### src/rtl/pwr_mode_pkg.sv
package pwr_mode_pkg;

  typedef enum logic [2:0] {
    PM_RESET  = 3'd0,
    PM_RUN    = 3'd1,
    PM_SLEEP  = 3'd2,
    PM_SWSTBY = 3'd3,
    PM_HWSTBY = 3'd4,
    PM_DEEP   = 3'd5,
    PM_EXC    = 3'd6
  } pm_mode_e;

  typedef enum logic [1:0] {
    SEL_SLEEP  = 2'd0,
    SEL_SWSTBY = 2'd1,
    SEL_DEEP   = 2'd2,
    SEL_RSVD   = 2'd3
  } pm_sel_e;

endpackage

### src/rtl/pm_wake_qual.sv
// Qualifies wake sources and encodes the winner.
module pm_wake_qual #(
  parameter int N_IRQ  = 8,
  parameter int CODE_W = 4
) (
  input  logic               nmi_i,
  input  logic [N_IRQ-1:0]   ext_irq_i,
  input  logic               tmr_irq_i,
  input  logic               wdt_irq_i,
  input  logic               irq_dis_i,
  input  logic               cpu_mask_i,
  input  logic [N_IRQ+1:0]   xfer_sel_i,
  output logic               wake_o,
  output logic [CODE_W-1:0]  code_o
);
  localparam int N_SRC = N_IRQ + 2;

  logic [N_SRC-1:0] src, elig;
  logic             nmi_ok;
  logic             any_mask;
  logic [CODE_W-1:0] mask_code;

  // bit layout matches xfer_sel_i: lines, then timer, then watchdog
  assign src      = {wdt_irq_i, tmr_irq_i, ext_irq_i};
  assign elig     = src & ~xfer_sel_i & {N_SRC{~(cpu_mask_i | irq_dis_i)}};
  assign nmi_ok   = nmi_i & ~irq_dis_i;
  assign any_mask = |elig;

  always_comb begin
    mask_code = '0;
    for (int i = N_SRC - 1; i >= 0; i--) begin
      if (elig[i]) mask_code = CODE_W'(i + 2);
    end
  end

  assign wake_o = nmi_ok | any_mask;
  assign code_o = nmi_ok ? CODE_W'(1) : mask_code;

endmodule

### src/rtl/pm_mode_fsm.sv
// Mode register, entry decode and registered exception pulse.
module pm_mode_fsm
  import pwr_mode_pkg::*;
#(
  parameter int CODE_W = 4
) (
  input  logic              clk_i,
  input  logic              rst_ni,
  input  logic              res_ni,
  input  logic              stby_ni,
  input  logic              enter_req_i,
  input  logic [1:0]        mode_sel_i,
  input  logic              wake_i,
  input  logic [CODE_W-1:0] code_i,
  output pm_mode_e          mode_o,
  output logic              exc_start_o,
  output logic [CODE_W-1:0] exc_code_o
);
  pm_mode_e          state_q, state_d;
  logic              start_d;
  logic [CODE_W-1:0] code_d;

  always_comb begin
    state_d = state_q;
    start_d = 1'b0;
    code_d  = '0;
    if (!stby_ni) begin
      state_d = PM_HWSTBY;
    end else if (!res_ni) begin
      state_d = PM_RESET;
    end else begin
      unique case (state_q)
        PM_RESET:  state_d = PM_RUN;
        PM_RUN: begin
          if (enter_req_i) begin
            case (pm_sel_e'(mode_sel_i))
              SEL_SLEEP:  state_d = PM_SLEEP;
              SEL_SWSTBY: state_d = PM_SWSTBY;
              SEL_DEEP:   state_d = PM_DEEP;
              default:    state_d = PM_RUN;
            endcase
          end
        end
        PM_SLEEP, PM_SWSTBY, PM_DEEP: begin
          if (wake_i) begin
            state_d = PM_EXC;
            start_d = 1'b1;
            code_d  = code_i;
          end
        end
        PM_HWSTBY: state_d = PM_RESET;
        PM_EXC:    state_d = PM_RUN;
        default:   state_d = PM_RESET;
      endcase
    end
  end

  always_ff @(posedge clk_i or negedge rst_ni) begin
    if (!rst_ni) begin
      state_q     <= PM_RESET;
      exc_start_o <= 1'b0;
      exc_code_o  <= '0;
    end else begin
      state_q     <= state_d;
      exc_start_o <= start_d;
      exc_code_o  <= code_d;
    end
  end

  assign mode_o = state_q;

endmodule

### src/rtl/pwr_mode_ctrl.sv
module pwr_mode_ctrl
  import pwr_mode_pkg::*;
#(
  parameter int N_IRQ  = 8,
  parameter int CODE_W = $clog2(N_IRQ + 4)
) (
  input  logic              clk_i,
  input  logic              rst_ni,
  input  logic              nmi_i,
  input  logic [N_IRQ-1:0]  ext_irq_i,
  input  logic              tmr_irq_i,
  input  logic              wdt_irq_i,
  input  logic              irq_dis_i,
  input  logic              cpu_mask_i,
  input  logic [N_IRQ+1:0]  xfer_sel_i,
  input  logic              res_ni,
  input  logic              enter_req_i,
  input  logic [1:0]        mode_sel_i,
  input  logic              stby_ni,
  output logic [2:0]        mode_o,
  output logic              exc_start_o,
  output logic [CODE_W-1:0] exc_code_o
);
  logic              wake;
  logic [CODE_W-1:0] wake_code;
  pm_mode_e          mode;

  pm_wake_qual #(.N_IRQ(N_IRQ), .CODE_W(CODE_W)) i_qual (
    .nmi_i      (nmi_i),
    .ext_irq_i  (ext_irq_i),
    .tmr_irq_i  (tmr_irq_i),
    .wdt_irq_i  (wdt_irq_i),
    .irq_dis_i  (irq_dis_i),
    .cpu_mask_i (cpu_mask_i),
    .xfer_sel_i (xfer_sel_i),
    .wake_o     (wake),
    .code_o     (wake_code)
  );

  pm_mode_fsm #(.CODE_W(CODE_W)) i_fsm (
    .clk_i       (clk_i),
    .rst_ni      (rst_ni),
    .res_ni      (res_ni),
    .stby_ni     (stby_ni),
    .enter_req_i (enter_req_i),
    .mode_sel_i  (mode_sel_i),
    .wake_i      (wake),
    .code_i      (wake_code),
    .mode_o      (mode),
    .exc_start_o (exc_start_o),
    .exc_code_o  (exc_code_o)
  );

  assign mode_o = mode;

endmodule

### config.mk
export PLATFORM = sky130hd
export DESIGN_NAME = pwr_mode_ctrl
export DESIGN_NICKNAME = d
export VERILOG_FILES = /design/src/rtl/pwr_mode_pkg.sv /design/src/rtl/pm_wake_qual.sv /design/src/rtl/pm_mode_fsm.sv /design/src/rtl/pwr_mode_ctrl.sv
export SDC_FILE = /design/constraint.sdc
export NUM_CORES = 1
export LEC_CHECK = 0
export ABC_AREA = 1
export BUFFER_PORTS_ARGS = -buffer_cell sky130_fd_sc_hd__buf_2
export CORE_MARGIN = 5
export CORE_UTILIZATION = 45
export CTS_BUF_LIST = sky130_fd_sc_hd__clkbuf_2 sky130_fd_sc_hd__clkbuf_4 sky130_fd_sc_hd__clkbuf_8
export DETAILED_ROUTE_END_ITERATION = 8
export HOLD_SLACK_MARGIN = 0.08
export PLACE_DENSITY = 0.83
export SETUP_SLACK_MARGIN = 0.3
export SLEW_MARGIN = 20
export SYNTH_ARGS = -nofsm -noshare
export SYNTH_HDL_FRONTEND = slang
export SYNTH_SLANG_ARGS = --single-unit
### constraint.sdc
create_clock -name clk_i -period 3.7 [get_ports clk_i]
set_input_delay 0.37 -clock clk_i [delete_from_list [all_inputs] [get_ports clk_i]]
set_output_delay 0.37 -clock clk_i [all_outputs]
set_load 0.005 [all_outputs]
# Yosys cells after proc, flatten, opt, wreduce, memory -nomap -nowiden
# Index checks and enable logic that the tools add are counted.
dict set report totals {
  out_inout_bits 8
  regBits 8
  inputBits 30
  elab_cells 51
}
dict set report op_classes {
  n_bitwise 8
  reduce_logical 6
  muxes 25
  n_eq_ne 9
}
# op count
set ops {}
lappend ops {{two-way mux 4 bit} 15}
lappend ops {{bitwise AND 10 bit} 2}
lappend ops {{one-hot mux 3 bit (3 select lines)} 2}
lappend ops {{two-way mux 3 bit} 4}
lappend ops {{inverter 10 bit} 1}
lappend ops {{OR reduction 10 bit} 1}
lappend ops {{equality test 3 x 2 -> 1 bit, second input constant} 2}
lappend ops {{equality test 3 bit, second input constant} 2}
lappend ops {{two-way mux 1 bit} 4}
lappend ops {{inequality test 4 x 3 -> 1 bit, second input constant} 1}
lappend ops {{inequality test 4 bit, second input constant} 1}
lappend ops {{equality test 3 x 1 -> 1 bit, second input constant} 1}
lappend ops {{logical NOT 3 bit} 1}
lappend ops {{OR reduction 3 bit} 1}
lappend ops {{equality test 2 x 1 -> 1 bit, second input constant} 1}
lappend ops {{equality test 2 bit, second input constant} 1}
lappend ops {{logical NOT 2 bit} 1}
lappend ops {{inverter 1 bit} 2}
lappend ops {{bitwise OR 1 bit} 2}
lappend ops {{AND reduction 2 bit} 1}
lappend ops {{OR reduction 2 bit} 1}
lappend ops {{bitwise AND 1 bit} 1}

# Longest topological paths before layout
dict set report logic_depth {
  ltp_word 18
  mapped_depth 12
  ltp_nobuf 12
}

# Cells and area by module
# Synthesis repeated with hierarchy kept, for this count alone.
dict set report hier_totals {
  cells_unflattened 110
  hier_area_um2 698.2
}
# mod cells_each seq_area_each_um2 n_inst area_per_inst_um2
set by_module_without_submodules {}
lappend by_module_without_submodules {pm_mode_fsm 58 200.2 1 446.7}
lappend by_module_without_submodules {pm_wake_qual 52 0.0 1 251.5}

# Worst setup path after synthesis
# Ideal clock, no wire load.
dict set report synth_path {
  kind {reg-to-reg}
  start {register i_fsm.state_q[1] (netlist: i_fsm.mode_o[1])}
  end {register i_fsm.state_q[1] (netlist: i_fsm.mode_o[1])}
  period_less_slack_ns 1.326
  arrival_ns 1.250
  setup_ns 0.076
  setup_slack_ns 2.374
  stages_incl_launch_ff 9
  path_cell_list {dfrtp_1 or2_1 o21ai_2 inv_2 nor2_4 nand4_2 nand2_2 nand2_1 o21ai_1}
}
dict set report synth_via {
  elab_chain_cells 5
  elab_cells_between_ends 14
}
# item line
set synth_lines {}
lappend synth_lines {{start, declared} pm_mode_fsm.sv:19} ;# pm_mode_e state_q, state_d;
lappend synth_lines {{start signal, assigned} pm_mode_fsm.sv:64} ;# state_q <= state_d;
lappend synth_lines {{equality test 3 x 2 -> 1 bit, or another cell as far along} pm_mode_fsm.sv:32} ;# unique case (state_q)
lappend synth_lines {{OR reduction 3 bit or OR reduction 2 bit (tied branches)} n/a}
lappend synth_lines {{one-hot mux 3 bit (3 select lines)} pm_mode_fsm.sv:32}
lappend synth_lines {{two-way mux 3 bit} pm_mode_fsm.sv:29} ;# end else if (!res_ni) begin
lappend synth_lines {{two-way mux 3 bit} pm_mode_fsm.sv:27} ;# if (!stby_ni) begin
# Several ways; a longest one is shown, not always the timed one.
# A chain may end at the register's enable or synchronous reset.

# Worst setup path in the final report
dict set report layout_path {
  start {register i_fsm.state_q[2] (netlist: i_fsm.mode_o[2])}
  end {register i_fsm.state_q[0] (netlist: i_fsm.mode_o[0])}
}
# The elaborated chain is that of the path after synthesis.

==> impl_metrics.toml <==
[worst_setup_path]
r2r_cells = 9
crit_path_max_fanout = 6
critPathRequiredTime_ns = 3.87
endpoint_kind = "flip-flop"
critical_path.cell_chain = "inv_1 > or2_1 > o21ai_2 > inv_2 > nor2_4 > nand4_2 > nand2_2 > nand2_1 > o21ai_1"
cp_num_cells = 9
crit_family = "simple AND/OR/NAND/NOR gates"
cp.arrival_ns = 1.66
max_stage_delay_ns = 0.39
cpMaxStageDelayCell = "dfrtp_1"
path_class = "flip-flop to flip-flop"
crit_buf_inv = 2
startpoint_type = "flip-flop"

[power_and_ir_drop]
pwr_density_cell_mw_per_mm2 = 239
ir_worst_vdd_mv = 0.110
leakagePower_uw = 0.000545

[logic_synthesis]
synthTopCellsByCount = "nand2_1, inv_1, nor2_1, dfrtp_1, o21ai_0"
async_flop_share = 1.00
ys_warn_count = 0
syn_nets = 132
synth-seq-cells = 8
syn_area_per_cell_sq_um = 6.24
ys.flop_type = "dfrtp_1"
yosysTopAreaCellShare = 0.314
ys_seq_area_frac = 0.314
synth_cell_types = 22
yosysTopAreaCell = "dfrtp_1"
synth_area_leaders = "dfrtp_1, nand2_1, inv_1"
syn_inst = 102
synth_edf_count = 0
yosysMostFrequentCell = "nand2_1"
syn-cell-area_sq_um = 637

[floorplan]
dieArea_sq_mm = 0.00227
fp.dieH_microns = 47.6
core_sq_mm = 0.00132
ios = 38
placementRows = 13
die_w_microns = 47.6
initial_core_util = 0.483

[drt]
route.met2.wl_microns = 678
route.vias.total = 728
vias_per_cell = 4.64
drtAntennaViolNets = 0
top_layer = "met4"
drt-initial-drc-count = 11
m1WireLength_microns = 578
dr_wl_met3_microns = 158
avgRoutedWirePerCell_microns = 9.12
wirelength_microns = 1430
drc = 0
firstDrtPassIters = 4

[cts]
root_buffer = "clkbuf_4"
cts.sinks = 8
cts_tree = "done"
max-clock-path-buffers = 2
numCtsBuffers = 3
clk_pin_slew_ns = 0.05
post_cts_resized = 0
htreeDepth = 1
clock_latency_ns = 0.25

[place]
gp_congestion = 0.785
dpl.hpwl_microns = 1260
portBuffers = 37

[hold_path]
hold_depth = 3
hp-class = "input pin to flip-flop"

[timing]
worst_pin_slew_ns = 0.392
fin_crit_sh = 0.403
fin_crit_ns = 1.49
finalSetupViolations = 0
setup_tns_ns = 0
hold_viol = 0
maxSlewViolCount = 0
grt_setup_unrepaired = "no"
skew_ns = 0.00468
relSlewSlack = 0.737
hold_slack_ns = 0.427
fmax_ghz = 0.671

[job]
drv_cap = 0

[global_route]
grt_usage = 0.150
grt_pass1_wl_microns = 2470
antenna_found_initial = 0
grt_max_degree = 12
grt_pass1_vias = 677
overflow = 0

[run_status]
status = "completed"

[layout]
n_antenna_cell = 0
fin_nets = 174
syn_to_final_growth_pct = 35.4
drive_above_1_share = 0.352
post-route-util = 0.654
## worst paths after layout
kind | from | slack [ns] | end
min | nmi_i | 0.43 | i_fsm.exc_code_o[0]
min in group asynchronous | rst_ni | 0.49 | i_fsm.mode_o[1]
max | i_fsm.mode_o[2] | 2.21 | i_fsm.mode_o[0]
max in group asynchronous | rst_ni | 3.04 | i_fsm.exc_start_o
min reg2reg | i_fsm.mode_o[0] | 0.55 | i_fsm.mode_o[0]
max reg2reg | i_fsm.mode_o[2] | 2.21 | i_fsm.mode_o[0]
## kinds of logic (layout without fill, tap and decap cells)
group | Yosys count | after routing | synth area share
DFF | 8 | 8 | 0.314
buffers and inverters | 24 | 64 | 0.153
AOI/OAI and AO/OA | 14 | 14 | 0.130
and+or+nand+nor | 56 | 56 | 0.403
## state kept, by name, summed over array words and instances (netlist names)
name	count
i_fsm.exc_code_o	4
i_fsm.exc_start_o	1
i_fsm.mode_o	3
## layout make-up
type	instances	area, sq um
fillers	138	455
multi-input cells	70	339
flip-flops and latches	8	200
repair buffers	38	195
inverters	23	86.3
clock buffers	3	22.5
well taps	15	18.8
## report_power, final
| part | switching (uW) | total, uW | internal, uW |
|---|---|---|---|
| Clock | 27.1 | 64.1 | 36.9 |
| Sequential | 1.71 | 91.3 | 89.6 |
| Combinational | 26.6 | 51.0 | 24.3 |
## worst min-delay path: cells and delay by family
kind,cells,cell delay [ns]
simple gates,1,0.09
compound gates,1,0.08
buf+inv,1,0.10
## metrics by stage
stage               setup WS [ns]  power [uW]  instance area (sq um)  instances
floorplan                    2.37         121                    637        102
global placement             2.11         141                    830        153
detailed placement           2.05         143                    830        153
CTS                          2.22         210                    862        157
global route                 2.11         222                    862        157
finish                       2.21         206                    862        157
## layer usage
metal	vias up	GRT usage
met2	32	0.273
met5	-	0
met3	4	0.0226
met4	0	0.0645
li1	395	-
met1	297	0.172
## layout by cell type (no fill, tap or decap)
master,n
buf_2,37
nand2_1,30
inv_1,22
nor2_1,11
dfrtp_1,8
o21ai_0,5
nor3_1,3
nand3_1,3
o21ai_1,3
clkbuf_4,3
a21boi_0,2
a21oi_1,2
or2_2,2
nor2_2,1
and3_2,1
nand3_2,1
or2_1,1
o21ai_2,1
inv_2,1
nor2_4,1
nand4_2,1
nand2_2,1
a32oi_1,1
dlygate4sd3_1,1
## what timing repair did
| item | in CTS | in global routing |
|---|---|---|
| buffers inserted | 0 | 0 |
| hold buffers | 1 | 0 |
| endpoints found under the hold margin | 8 | 0 |
Note: power is estimated with default switching activity, not from simulation.
